[config.mk]
export PLATFORM = sky130hd
export DESIGN_NAME = txl_loader
export DESIGN_NICKNAME = d
export VERILOG_FILES = /design/src/rtl/txl_pkg.sv /design/src/rtl/txl_hdrlen.sv /design/src/rtl/txl_seq.sv /design/src/rtl/txl_wrmux.sv /design/src/rtl/txl_loader.sv
export SDC_FILE = /design/constraint.sdc
export NUM_CORES = 1
export LEC_CHECK = 0
export CORE_ASPECT_RATIO = 0.8
export CORE_MARGIN = 5
export CORE_UTILIZATION = 50
export CTS_BUF_LIST = sky130_fd_sc_hd__clkbuf_2
export DETAILED_ROUTE_END_ITERATION = 12
export DONT_BUFFER_PORTS = 1
export SYNTH_ARGS = -nofsm -noshare
export SYNTH_HDL_FRONTEND = slang
export SYNTH_HIERARCHICAL = 1
export SYNTH_SLANG_ARGS = --single-unit
[constraint.sdc]
create_clock -name clk -period 2.9 [get_ports clk]
set_input_delay 0.145 -clock clk [delete_from_list [all_inputs] [get_ports clk]]
set_output_delay 0.145 -clock clk [all_outputs]
set_load 0.01 [all_outputs]
[src/rtl/txl_pkg.sv]
package txl_pkg;
  localparam int BYTE_W = 8;

  // frame-control field positions
  localparam int FC0_ACK   = 5;
  localparam int FC0_INTRA = 6;
  localparam int FC1_DST_LSB = 2;
  localparam int FC1_SRC_LSB = 6;

  localparam logic [1:0] AM_SHORT = 2'd2;
  localparam logic [1:0] AM_EXT   = 2'd3;

  typedef enum logic [3:0] {
    ST_IDLE,
    ST_UNMASK,
    ST_FC0,
    ST_FC1,
    ST_HLEN,
    ST_FLEN,
    ST_B0,
    ST_B1,
    ST_BODY,
    ST_TRIG,
    ST_WAIT,
    ST_REMASK
  } txl_state_e;
endpackage

[src/rtl/txl_hdrlen.sv]
module txl_hdrlen
  import txl_pkg::*;
(
  input  logic              intra,
  input  logic [1:0]        dst_mode,
  input  logic [1:0]        src_mode,
  output logic [BYTE_W-1:0] hdr_len
);
  localparam logic [BYTE_W-1:0] BASE_LEN  = 8'd3;
  localparam logic [BYTE_W-1:0] PAN_LEN   = 8'd2;
  localparam logic [BYTE_W-1:0] SHORT_LEN = 8'd2;
  localparam logic [BYTE_W-1:0] EXT_LEN   = 8'd8;

  logic [BYTE_W-1:0] dst_add;
  logic [BYTE_W-1:0] src_add;

  always_comb begin
    unique case (dst_mode)
      AM_SHORT: dst_add = PAN_LEN + SHORT_LEN;
      AM_EXT:   dst_add = PAN_LEN + EXT_LEN;
      default:  dst_add = '0;
    endcase
  end

  always_comb begin
    unique case (src_mode)
      AM_SHORT: src_add = SHORT_LEN + (intra ? 8'd0 : PAN_LEN);
      AM_EXT:   src_add = EXT_LEN + (intra ? 8'd0 : PAN_LEN);
      default:  src_add = '0;
    endcase
  end

  assign hdr_len = BASE_LEN + dst_add + src_add;
endmodule

[src/rtl/txl_seq.sv]
module txl_seq
  import txl_pkg::*;
#(
  parameter int ADDR_W    = 10,
  parameter int MIN_FRAME = 3,
  parameter int MAX_FRAME = 127
) (
  input  logic              clk,
  input  logic              rst_n,
  input  logic              len_valid,
  input  logic [BYTE_W-1:0] len_bytes,
  input  logic              s_valid,
  input  logic [BYTE_W-1:0] s_data,
  input  logic              wr_ready,
  input  logic              irq_txdone,
  output txl_state_e        state,
  output logic [BYTE_W-1:0] fc0_q,
  output logic [BYTE_W-1:0] fc1_q,
  output logic [BYTE_W-1:0] flen_q,
  output logic [ADDR_W-1:0] addr_q,
  output logic              s_ready,
  output logic              len_err
);
  localparam logic [BYTE_W-1:0] MIN_L = BYTE_W'(MIN_FRAME);
  localparam logic [BYTE_W-1:0] MAX_L = BYTE_W'(MAX_FRAME);
  localparam logic [ADDR_W-1:0] BODY_START = ADDR_W'(4);
  localparam logic [ADDR_W-1:0] ONE_A = ADDR_W'(1);
  localparam logic [BYTE_W-1:0] HDR_BYTES = 8'd2;

  txl_state_e        state_q;
  txl_state_e        state_d;
  logic [BYTE_W-1:0] remain_q;
  logic              len_ok;
  logic              body_fire;

  assign len_ok    = (len_bytes >= MIN_L) && (len_bytes <= MAX_L);
  assign body_fire = (state_q == ST_BODY) && s_valid && wr_ready;
  assign s_ready   = (state_q == ST_FC0) || (state_q == ST_FC1) ||
                     ((state_q == ST_BODY) && wr_ready);
  assign state     = state_q;

  always_comb begin
    state_d = state_q;
    unique case (state_q)
      ST_IDLE:   if (len_valid && len_ok) state_d = ST_UNMASK;
      ST_UNMASK: if (wr_ready) state_d = ST_FC0;
      ST_FC0:    if (s_valid) state_d = ST_FC1;
      ST_FC1:    if (s_valid) state_d = ST_HLEN;
      ST_HLEN:   if (wr_ready) state_d = ST_FLEN;
      ST_FLEN:   if (wr_ready) state_d = ST_B0;
      ST_B0:     if (wr_ready) state_d = ST_B1;
      ST_B1:     if (wr_ready) state_d = ST_BODY;
      ST_BODY:   if (body_fire && remain_q == 8'd1) state_d = ST_TRIG;
      ST_TRIG:   if (wr_ready) state_d = ST_WAIT;
      ST_WAIT:   if (irq_txdone) state_d = ST_REMASK;
      ST_REMASK: if (wr_ready) state_d = ST_IDLE;
      default:   state_d = ST_IDLE;
    endcase
  end

  always_ff @(posedge clk) begin
    if (!rst_n) begin
      state_q  <= ST_IDLE;
      fc0_q    <= '0;
      fc1_q    <= '0;
      flen_q   <= '0;
      remain_q <= '0;
      addr_q   <= '0;
      len_err  <= 1'b0;
    end else begin
      state_q <= state_d;
      len_err <= (state_q == ST_IDLE) && len_valid && !len_ok;
      if (state_q == ST_IDLE && len_valid && len_ok) flen_q <= len_bytes;
      if (state_q == ST_FC0 && s_valid) fc0_q <= s_data;
      if (state_q == ST_FC1 && s_valid) fc1_q <= s_data;
      if (state_q == ST_B1 && wr_ready) begin
        remain_q <= flen_q - HDR_BYTES;
        addr_q   <= BODY_START;
      end else if (body_fire) begin
        remain_q <= remain_q - 8'd1;
        addr_q   <= addr_q + ONE_A;
      end
    end
  end
endmodule

[src/rtl/txl_wrmux.sv]
module txl_wrmux
  import txl_pkg::*;
#(
  parameter int              ADDR_W      = 10,
  parameter int              SADDR_W     = 6,
  parameter logic [SADDR_W-1:0] INTCTL_ADDR = 6'h32,
  parameter logic [SADDR_W-1:0] TXCTL_ADDR  = 6'h1B,
  parameter logic [7:0]      MASK_IDLE   = 8'hFF,
  parameter int              TXDONE_BIT  = 0,
  parameter int              TRIG_BIT    = 0,
  parameter int              ACK_BIT     = 2
) (
  input  txl_state_e        state,
  input  logic [BYTE_W-1:0] fc0_q,
  input  logic [BYTE_W-1:0] fc1_q,
  input  logic [BYTE_W-1:0] flen_q,
  input  logic [BYTE_W-1:0] hdr_len,
  input  logic [ADDR_W-1:0] addr_q,
  input  logic              s_valid,
  input  logic [BYTE_W-1:0] s_data,
  output logic              wr_valid,
  output logic              wr_long,
  output logic [ADDR_W-1:0] wr_addr,
  output logic [BYTE_W-1:0] wr_data
);
  localparam logic [ADDR_W-1:0] A_INTCTL = {{(ADDR_W-SADDR_W){1'b0}}, INTCTL_ADDR};
  localparam logic [ADDR_W-1:0] A_TXCTL  = {{(ADDR_W-SADDR_W){1'b0}}, TXCTL_ADDR};
  localparam logic [BYTE_W-1:0] UNMASK_VAL = MASK_IDLE & ~(8'd1 << TXDONE_BIT);
  localparam logic [BYTE_W-1:0] TRIG_VAL   = 8'd1 << TRIG_BIT;

  logic [BYTE_W-1:0] trig_data;
  assign trig_data = TRIG_VAL | ({7'd0, fc0_q[FC0_ACK]} << ACK_BIT);

  always_comb begin
    wr_valid = 1'b1;
    wr_long  = 1'b1;
    wr_addr  = '0;
    wr_data  = '0;
    unique case (state)
      ST_UNMASK: begin wr_long = 1'b0; wr_addr = A_INTCTL; wr_data = UNMASK_VAL; end
      ST_REMASK: begin wr_long = 1'b0; wr_addr = A_INTCTL; wr_data = MASK_IDLE; end
      ST_TRIG:   begin wr_long = 1'b0; wr_addr = A_TXCTL;  wr_data = trig_data; end
      ST_HLEN:   begin wr_addr = ADDR_W'(0); wr_data = hdr_len; end
      ST_FLEN:   begin wr_addr = ADDR_W'(1); wr_data = flen_q; end
      ST_B0:     begin wr_addr = ADDR_W'(2); wr_data = fc0_q; end
      ST_B1:     begin wr_addr = ADDR_W'(3); wr_data = fc1_q; end
      ST_BODY:   begin wr_valid = s_valid; wr_addr = addr_q; wr_data = s_data; end
      default:   begin wr_valid = 1'b0; wr_long = 1'b0; end
    endcase
  end
endmodule

[src/rtl/txl_loader.sv]
module txl_loader
  import txl_pkg::*;
#(
  parameter int              ADDR_W      = 10,
  parameter int              SADDR_W     = 6,
  parameter int              MIN_FRAME   = 3,
  parameter int              MAX_FRAME   = 127,
  parameter logic [SADDR_W-1:0] INTCTL_ADDR = 6'h32,
  parameter logic [SADDR_W-1:0] TXCTL_ADDR  = 6'h1B,
  parameter logic [7:0]      MASK_IDLE   = 8'hFF,
  parameter int              TXDONE_BIT  = 0,
  parameter int              TRIG_BIT    = 0,
  parameter int              ACK_BIT     = 2
) (
  input  logic              clk,
  input  logic              rst_n,
  input  logic              len_valid,
  output logic              len_ready,
  input  logic [7:0]        len_bytes,
  input  logic              s_valid,
  output logic              s_ready,
  input  logic [7:0]        s_data,
  output logic              wr_valid,
  input  logic              wr_ready,
  output logic              wr_long,
  output logic [ADDR_W-1:0] wr_addr,
  output logic [7:0]        wr_data,
  input  logic              irq_txdone,
  output logic              busy,
  output logic              len_err
);
  txl_state_e        state;
  logic [BYTE_W-1:0] fc0_q;
  logic [BYTE_W-1:0] fc1_q;
  logic [BYTE_W-1:0] flen_q;
  logic [BYTE_W-1:0] hdr_len;
  logic [ADDR_W-1:0] addr_q;

  txl_seq #(
    .ADDR_W(ADDR_W), .MIN_FRAME(MIN_FRAME), .MAX_FRAME(MAX_FRAME)
  ) u_seq (
    .clk(clk), .rst_n(rst_n), .len_valid(len_valid), .len_bytes(len_bytes),
    .s_valid(s_valid), .s_data(s_data), .wr_ready(wr_ready),
    .irq_txdone(irq_txdone), .state(state), .fc0_q(fc0_q), .fc1_q(fc1_q),
    .flen_q(flen_q), .addr_q(addr_q), .s_ready(s_ready), .len_err(len_err)
  );

  txl_hdrlen u_hdr (
    .intra(fc0_q[FC0_INTRA]),
    .dst_mode(fc1_q[FC1_DST_LSB +: 2]),
    .src_mode(fc1_q[FC1_SRC_LSB +: 2]),
    .hdr_len(hdr_len)
  );

  txl_wrmux #(
    .ADDR_W(ADDR_W), .SADDR_W(SADDR_W), .INTCTL_ADDR(INTCTL_ADDR),
    .TXCTL_ADDR(TXCTL_ADDR), .MASK_IDLE(MASK_IDLE), .TXDONE_BIT(TXDONE_BIT),
    .TRIG_BIT(TRIG_BIT), .ACK_BIT(ACK_BIT)
  ) u_mux (
    .state(state), .fc0_q(fc0_q), .fc1_q(fc1_q), .flen_q(flen_q),
    .hdr_len(hdr_len), .addr_q(addr_q), .s_valid(s_valid), .s_data(s_data),
    .wr_valid(wr_valid), .wr_long(wr_long), .wr_addr(wr_addr), .wr_data(wr_data)
  );

  assign len_ready = (state == ST_IDLE);
  assign busy      = (state != ST_IDLE);
endmodule

[After elaboration in Yosys (flattened, before gate mapping)]
Index checks and enable logic that the tools add are counted.
Operators by class
  $add $sub $neg: 7
  multipliers: 0
  divide/modulo/power cells: 0
  order comparisons: 2
  eq/ne operators: 28
  shifts and indexed selects: 0
  muxes and demuxes: 24
  bitwise gates (word level): 1
  reductions and logical operators: 23
Operators by type and width (number)
  case mux 8 bit (8 select lines): 1
  case mux 10 bit (6 select lines): 1
  two-way mux 4 bit: 12
  case mux 4 bit (12 select lines): 1
  != test 2 bit (second input constant): 11
  == test 4 x 3 -> 1 bit (second input constant): 4
  == test 4 bit (second input constant): 4
  two-way mux 8 bit: 2
  case mux 8 bit (2 select lines): 1
  logical AND 1 bit: 12
  AND reduction 12 bit: 1
  adder 10 x 1 -> 10 bit (second input constant): 1
  adder 4 x 8 -> 8 bit (first input constant): 1
  adder 8 bit: 1
  == test 2 bit (second input constant): 4
  == test 4 x 2 -> 1 bit (second input constant): 2
  == test 8 x 1 -> 1 bit (second input constant): 1
  greater-or-equal comparator 8 x 2 -> 1 bit (second input constant): 1
  <= comparator 8 x 7 -> 1 bit (second input constant): 1
  case mux 4 bit (2 select lines): 1
  subtractor 8 x 1 -> 8 bit (second input constant): 1
  subtractor 8 x 2 -> 8 bit (second input constant): 1
  OR reduction 7 bit: 1
  two-way mux 3 bit: 2
  other kinds (15): 17
Word-level totals
  flip-flop bits (word level): 47
  bits in latches: 0
  RAM bits: 0
  memory bits (read-only): 0
  input bits: 22
  output and inout port bits: 24
  logic and storage cells: 93
  memories kept: 0

[Logic depth before layout (Yosys ltp)]
Gate-level depths: netlist of the first run.
  word-level depth: 6
  mapped depth: 11
  gate-level depth less buffers: 11

[Cells and area by module]
The synthesis of the first run kept the hierarchy.
By module, submodules not included
  txl_seq: times used 1, cells each 248, area each 2218.4 um2, sequential area each 940.9 um2
  txl_wrmux: times used 1, cells each 99, area each 721.9 um2, sequential area each 0.0 um2
  txl_hdrlen: times used 1, cells each 27, area each 198.9 um2, sequential area each 0.0 um2
  txl_loader: times used 1, cells each 2, area each 13.8 um2, sequential area each 0.0 um2

[Worst setup path before layout of the first run]
Ideal clock, no wire load.
  kind: reg2out
  start: register u_seq.fc1_q[6]
  end: output wr_data[3]
  arrival time: 2.047 ns
  data required time: 2.755 ns
  setup slack: 0.708 ns
  cell stages (with the launch flop): 12
  buffers on the path: 0
  path through: dfxtp_1 xor2_1 nand2_1 ha_1 inv_1 ha_1 inv_1 fa_1 inv_1 mux4_2 nand2_1 o21ai_1
On the way
  longest elaborated chain between the ends: 4
  elaborated cells between the ends (all ways): 5
  classes of those cells: add/sub (1); eq/ne (2); mux (2)
Ends and longest elaborated chain
  start, declared: line txl_seq.sv:18  | output logic [BYTE_W-1:0] fc1_q,
  start signal, assigned: line txl_seq.sv:75  | if (state_q == ST_FC1 && s_valid) fc1_q <= s_data;
  == test 2 bit: line txl_hdrlen.sv:26  | unique case (src_mode)
  case mux 8 bit (2 select lines) (*): line txl_hdrlen.sv:26
  adder 8 bit (*): line txl_hdrlen.sv:33  | assign hdr_len = BASE_LEN + dst_add + src_add;
  named net hdr_len[3]: line txl_loader.sv:36  | logic [BYTE_W-1:0] hdr_len;
  case mux 8 bit (8 select lines) (*): line txl_wrmux.sv:39  | unique case (state)
  end, declared: line txl_loader.sv:27  | output logic [7:0] wr_data,
Mark *: on every way through the listed nets, which the timed path passes. The rest lies on a longest branch.

[Worst setup path in the final report of the first run]
  start: register u_seq.fc1_q[7]
  end: output wr_data[3]
The elaborated chain is that of the path after synthesis.

==> results of run 1 <==
-- metal layers --
metal  GRT usage [%]  vias to the layer above
li1                -                     1343
met1           29.93                     1299
met2           32.10                       69
met3           4.807                        4
met4           4.775                        0
met5               0                        -
-- area by class of cell --
class / instances / area, sq um
Clock buffer: 6 / 30.03
Clock inverter: 2 / 60.06
Fill cell: 575 / 2530
Inverter: 17 / 63.81
Multi-Input combinational cell: 285 / 2011
Sequential cell: 47 / 949.7
Tap cell: 81 / 101.3
Timing Repair Buffer: 28 / 260.3
-- cell usage after synthesis, drive strengths merged (7+ instances only) --
master and n:
a21oi 16, a32oi 7, and3 7, and3b 16
buf 19, clkbuf 9, dfxtp 47, ha 9
inv 17, mux2i 23, nand2 24, nand2b 7
nand3 9, nor2 48, o21ai 21, xnor2 15
-- what timing repair did --
action,4_1_cts,5_1_grt
buffers inserted,0,1
hold buffers,19,1
gates resized for setup,0,15
setup endpoints to repair,0,2
endpoints found under the hold margin,31,1
-- worst max-delay path: cells and delay by family, from the launching register on --
kind | cells | cell delay [ns]
flops | 1 | 0.39
fa+ha+maj | 3 | 0.99
mux | 1 | 0.46
buf+inv | 2 | 0.08
simple gates | 2 | 0.26
compound gates | 1 | 0.07
-- worst paths after layout --
path / startpoint / end
hold reg to reg: u_seq/flen_q[7]$_SDFFE_PN0P_ / u_seq/flen_q[7]$_SDFFE_PN0P_
setup / recovery: u_seq/fc1_q[7]$_SDFFE_PN0P_ / wr_data[3]
hold / removal: len_bytes[5] / u_seq/len_err$_SDFF_PN0_
setup reg to reg: u_seq/state[3]$_SDFFE_PN0P_ / u_seq/remain_q[7]$_SDFFE_PN0P_
-- metrics by stage --
step | total power, mW | hold slack [ns]
final | 1.996 | 0.03634
after global routing | 2.116 | 0.01316
after CTS | 1.997 | 0.006723
after detailed placement | 1.516 | 0.2685
after global placement | 1.511 | 0.2651
after floorplan | 1.368 | 0.2627
-- flip-flops by register name, indices dropped and copies added (netlist names) --
signal / cells
u_seq/remain_q: 8
u_seq/len_err: 1
u_seq/fc0_q: 8
u_seq/flen_q: 8
u_seq/fc1_q: 8
u_seq/addr_q: 10
u_seq/state: 4
-- logic make-up (layout without fill, tap and decap cells) --
| group | Yosys count | after routing | synth area share, % |
|---|---|---|---|
| other | 2 | 3 | 0.2382 |
| adder cells (fa/ha/maj) | 10 | 10 | 4.206 |
| AO/OA/AOI/OAI | 71 | 71 | 15.40 |
| buffers and inverters | 45 | 53 | 7.579 |
| XOR/XNOR | 21 | 21 | 5.833 |
| flip-flops | 47 | 47 | 29.84 |
| AND/OR/NAND/NOR | 155 | 155 | 28.17 |
| multiplexers | 25 | 25 | 8.730 |
-- where the power goes --
group          internal (mW)  switching, mW
Clock                  0.236          0.215
Sequential             0.692         0.0525
Combinational          0.299          0.502
Total                   1.23          0.770
-- cells in the final DEF (no fill, tap or decap), drive strengths merged, types with 4 or more instances in the layout --
cell type     n
a21oi        16
nor4          6
xor2          6
clkbuf        6
nand3         9
a32oi         7
xnor2        15
a22oi         4
nand2        24
a31oi         6
mux2i        23
and3b        16
inv          17
nand4b        4
o21ai        21
and3          7
buf           8
nand2b        7
ha            9
dfxtp        47
nor2         48
nor2b         6
nand4         4
nor3          6
dlygate4sd3  20
==> summary.md, run 1 <==
| Metric | Value |
|---|---|
| Reg2reg setup slack | 0.71 ns |
| PortBufs | 0 |
| Yosys cell types | 61 |
| Final core occ | 57.88% |
| Worst-Skew Late Latency | between 0.4 and 0.5 ns |
| Post-route insts no fill | 466 |
| Worst-Margin Slew | between 1 and 1.5 ns |
| WL per Instance | 17.49 um |
| Ports | 46 |
| Largest net degree at the start of global routing | 34 |
| Setup crit start kind | flop |
| H-Tree Depth | 2 |
| Crit-path cells | nor3b_2, ha_1, ha_4, inv_2, fa_1, inv_1, mux4_2, nand2_2, o21ai_4 |
| Number of antenna violations at the first check in global routing | 0 |
| Total of max-cap violations | 0 |
| Slowest-stage cell, CP | fa_1 |
| YS warnings | 6 |
| CP max stage delay | 0.51 ns |
| Synth area leader | dfxtp_1 |
| Global route overflow | 0 |
| GRT Overall Usage | 20.94% |
| Detailed-routing wirelength on met1 | ~4000 um |
| Status | finished clean |
| Fin crit share | 96.72% |
| Register clock-pin slew on the reported worst setup and hold paths | 0.24 ns |
| Vias | 2715 |
| Synth Flop Type | dfxtp_1 |
| Die Width | 98.79 um |
| Setup ws final | 0.09501 ns |
| Max Used Layer | met4 |
| Final Setup Violations | 0 |
| Critical path type | reg2out |
| Chip height | 81.03 um |
| Synth area leaders | dfxtp_1 30%, mux2i_1 7.3%, nor2_1 5.7% |
| Tmin final | 2.805 ns |
| Hold violation total from the final report | 0 |
| Wire length on met3 | 503 um |
| Crit Path Max Fanout | 5 |
| Yosys reg bits | 47 |
| Worst min path class | in2reg |
| Post-Place Setup Slack | 0.5567 ns |
| Layout cells sized above 1 | ~11% |
| Via density | 5.826 |
| Placeable Area | 6006 sq um |
| Drt first pass iters | 4 |
| Pleak | around 1.4 nW |
| DRC | 0 |
| Metal2 WL | 3651 um |
| Clock Path Buffers | 2 |
| Post-synthesis sequential area ratio | 29.84% |
| CTS Root Cell | clkbuf_2 |
| CTS tree | done |
| Setup TNS | 0 ns |
| Vias in the first global route | 2592 |
| Hold Path Cell Cnt | 3 |
| P&R area growth vs syn | 10.24% |
| Post-Syn Area | 3153 sq um |
| Post-placement cell area | roughly 3100 sq um |
| Syn avg cell area | 8.386 sq um |
| Post-synth ARST share | 0% |
| EDFF count, synth | 0 |
| Syn Inst Count | 376 |
| Final wirelength | between 8000 and 9000 um |
| F_max | 0.3565 GHz |
| Iter 0 DRT Violations | 169 |
| Crit path required time | 2.76 ns |
| First-pass GRT wire length | 13440 um |
| Post-DP HPWL | approximately 5600 um |
| Data arrival, critical path | 2.66 ns |
| Power density over cell area | 574.4 nW/um^2 |
| Max-slew violation count | 0 |
| Die area | 8004 sq um |
| Worst setup EP type | output port |
| Peak supply drop | 0.3860 mV |
| CTS Sinks | 47 |
| CTS buffer count | 5 |
| # diodes | 0 |
| Starting Density | 52.50% |
| Final #Nets | 416 |
| Placed cells | 437 |
| Synth top area share | 29.84% |
| Post-Layout Inst Area | between 3000 and 4000 sq um |
| Slew headroom | 24.50% |
| Rows | 25 |
| Skew final | 0.02850 ns |
| R2R cell count | 5 |
| DRT antenna net count | 0 |
| Routability cong. | 0.7901 |
Note: power is estimated with default switching activity, not from simulation.
==> inputs of run 2 (changes only) <==
--- a/config.mk
+++ b/config.mk
@@ -8,10 +8,10 @@
 export CORE_ASPECT_RATIO = 0.8
 export CORE_MARGIN = 5
 export CORE_UTILIZATION = 50
-export CTS_BUF_LIST = sky130_fd_sc_hd__clkbuf_2
 export DETAILED_ROUTE_END_ITERATION = 12
 export DONT_BUFFER_PORTS = 1
 export SYNTH_ARGS = -nofsm -noshare
 export SYNTH_HDL_FRONTEND = slang
 export SYNTH_HIERARCHICAL = 1
 export SYNTH_SLANG_ARGS = --single-unit
+export TNS_END_PERCENT = 20
==> constraint.sdc (replaced) <==
create_clock -name clk -period 2.7 [get_ports clk]
set_input_delay 0.135 -clock clk [delete_from_list [all_inputs] [get_ports clk]]
set_output_delay 0.135 -clock clk [all_outputs]
set_load 0.01 [all_outputs]
==> summary.md, run 2 (synthesized netlist as in run 1, its figures left out) <==
| Metric | Value |
|---|---|
| Status | finished clean |
| Tmin final | 2.617 ns |
| Clock Path Buffers | 2 (unchanged) |
| Clk pwr share | 27.2% (+4.6 points) |
| Switching part of the total | 37.09% (-1.5 points) |
| Post-route insts no fill | 468 (+0.43%) |
| Max reg flops | 10 (unchanged) |
| Power density over cell area | 650.4 nW/um^2 (+13%) |
| F_max | 0.3821 GHz |
| Reg2reg setup slack | 0.60 ns (-0.11 ns) |
| CTS Sinks | 47 (unchanged) |
| Global route overflow | 0 (unchanged) |
| CTS buffer count | 5 (unchanged) |
| Crit Path Max Fanout | 5 (unchanged) |
| Hold violation total from the final report | 0 (unchanged) |
| Post-DP HPWL | 5721 um (+2.2%) |
| Rows | 25 (unchanged) |
| Delay-heaviest family, CP | adder cells |
| WL per Instance | 17.41 um (-0.50%) |
| Starting Density | 52.50% (unchanged) |
| Layout cells sized above 1 | 12.40% (+1.2 points) |
| P&R area growth vs syn | 11.94% |
| Proportion of power drawn by flip-flops and latches | 35.1% (-2.2 points) |
| Register clock-pin slew on the reported worst setup and hold paths | 0.10 ns (-0.14 ns) |
| Crit-path cells | nor3b_2, ha_1, ha_4, inv_2, fa_1, inv_1, mux4_2, nand2_2, o21ai_4 |
| Number of antenna violations at the first check in global routing | 0 (unchanged) |
| Final wirelength | 8146 um (about the same) |
| Die area | 8004 sq um (unchanged) |
| Critical path type | reg2out |
| Max-slew violation count | 0 (unchanged) |
| Pint | 1.444 mW (+18%) |
| # diodes | 0 (unchanged) |
| Switching power | 851.6 uW (+11%) |
| GRT Overall Usage | 20.76% (-0.17 points) |
| Setup crit start kind | flop |
| Fin crit share | 96.92% |
| Crit path required time | 2.57 ns (-0.19 ns) |
| Pleak | 1.473 nW (+1.7%) |
| Skew final | 0.009872 ns (-0.01862 ns) |
| CP max stage delay | 0.51 ns (about the same) |
| H-Tree Depth | 2 (unchanged) |
| PortBufs | 0 (unchanged) |
| Fillers | 569 (-1.0%) |
| Final #Nets | 418 (+0.48%) |
| Buf/Inv on CP | 2 (unchanged) |
| Final Setup Violations | 0 (unchanged) |
| Die Width | 98.79 um (unchanged) |
| Logic pwr share | 37.7% (-2.4 points) |
| Total of max-cap violations | 0 (unchanged) |
| DRT antenna net count | 0 (unchanged) |
| Ports | 46 (unchanged) |
| Unrepaired setup endpoints after global routing | no |
| Final core occ | 58.77% (+0.90 points) |
| Data arrival, critical path | 2.48 ns (-0.18 ns) |
| Largest net degree at the start of global routing | 22 (-35%) |
| Via density | 5.767 (-1.0%) |
| Chip height | 81.03 um (unchanged) |
| Commonest cells after routing, fill and taps aside | 48 x nor2_1, 42 x dfxtp_1, 23 x nand2_1, 23 x mux2i_1, 17 x dlygate4sd3_1 |
| Peak supply drop | 0.3771 mV (-2.3%) |
| Placed cells | 442 (+1.1%) |
| Top reg by flops | u_seq/addr_q |
| Most common cell after layout, fill and taps aside | nor2_1 |
| CTS Root Cell | clkbuf_8 |
| Worst min path class | in2reg |
| Setup ws final | 0.08313 ns (-0.01188 ns) |
| CTS tree | done |
| Slew headroom | 50.49% (+26 points) |
| Post-Place Setup Slack | 0.3842 ns (-0.1725 ns) |
| Slowest-stage cell, CP | fa_1 |
| Setup TNS | 0 ns (unchanged) |
| First-pass GRT wire length | 13250 um (-1.4%) |
| Vias in the first global route | 2596 (+0.15%) |
| Placeable Area | 6006 sq um (unchanged) |
| Pwr Total | 2.296 mW (+15%) |
| DRC | 0 (unchanged) |
| Iter 0 DRT Violations | 168 (-0.59%) |
| Vias | 2699 (-0.59%) |
| Routability cong. | 0.8431 (+6.7%) |
| Drt first pass iters | 4 (unchanged) |
| Worst setup EP type | output port |
| Worst-Skew Late Latency | 0.30 ns (-0.13 ns) |
| Worst-Margin Slew | 0.7388 ns (-0.3925 ns) |
==> run 2: power by group through the flow <==
stage,Combinational [mW],Clock (mW),Sequential (mW)
2_1_floorplan,0.671,0,0.799
3_3_place_gp,0.822,0,0.820
3_5_place_dp,0.826,0,0.819
4_1_cts,0.851,0.638,0.803
5_1_grt,0.945,0.664,0.811
6_report,0.865,0.625,0.805
==> run 2: worst paths after layout <==
kind,start,cells after the start,endpoint
min reg2reg,u_seq/flen_q[7]$_SDFFE_PN0P_,2,u_seq/flen_q[7]$_SDFFE_PN0P_
max,u_seq/fc1_q[7]$_SDFFE_PN0P_,9,wr_data[3]
min,wr_ready,2,u_seq/state[2]$_SDFFE_PN0P_
max reg2reg,u_seq/state[1]$_SDFFE_PN0P_,6,u_seq/remain_q[7]$_SDFFE_PN0P_
==> run 2: cell type report <==
type                            instances  area, sq um  share of cell area [%]
Timing Repair Buffer                   30        267.8                   7.586
Tap cell                               81        101.3                   2.871
Multi-Input combinational cell        285         2011                   56.97
Inverter                               17        63.81                   1.808
Clock buffer                            5        68.82                   1.950
Sequential cell                        47        949.7                   26.91
Clock inverter                          3        67.56                   1.914
==> run 2: repair_timing <==
item | in CTS | in global routing
endpoints found under the setup margin | 0 | 2
hold endpoints to repair | 29 | 0
buffers inserted | 0 | 1
hold buffers | 17 | 0
resized for setup | 0 | 15
==> run 2: worst reg2reg max path: stages, from the launching register on <==
cell and delay, ns:
dfxtp_1 0.42, buf_4 0.24, and4bb_2 0.41, nand4_1 0.20
nor4_1 0.32, nor3_1 0.08, a2111oi_0 0.33
==> run 2: layer usage <==
layer | GRT usage [%] | up-vias | wire [um]
li1 | - | 1344 | -
met4 | 5.048 | 0 | 79
met3 | 3.433 | 9 | 448
met1 | 28.78 | 1275 | 3970
met2 | 33.91 | 71 | 3648
met5 | 0 | - | 0
==> run 2: metrics by stage <==
stage                     hold slack, ns  instance area (sq um)
after floorplan                   0.2527                   3157
after global placement            0.2556                   3173
after detailed placement          0.2577                   3173
after CTS                        0.01676                   3480
after global routing             0.01831                   3530
final                            0.03062                   3530
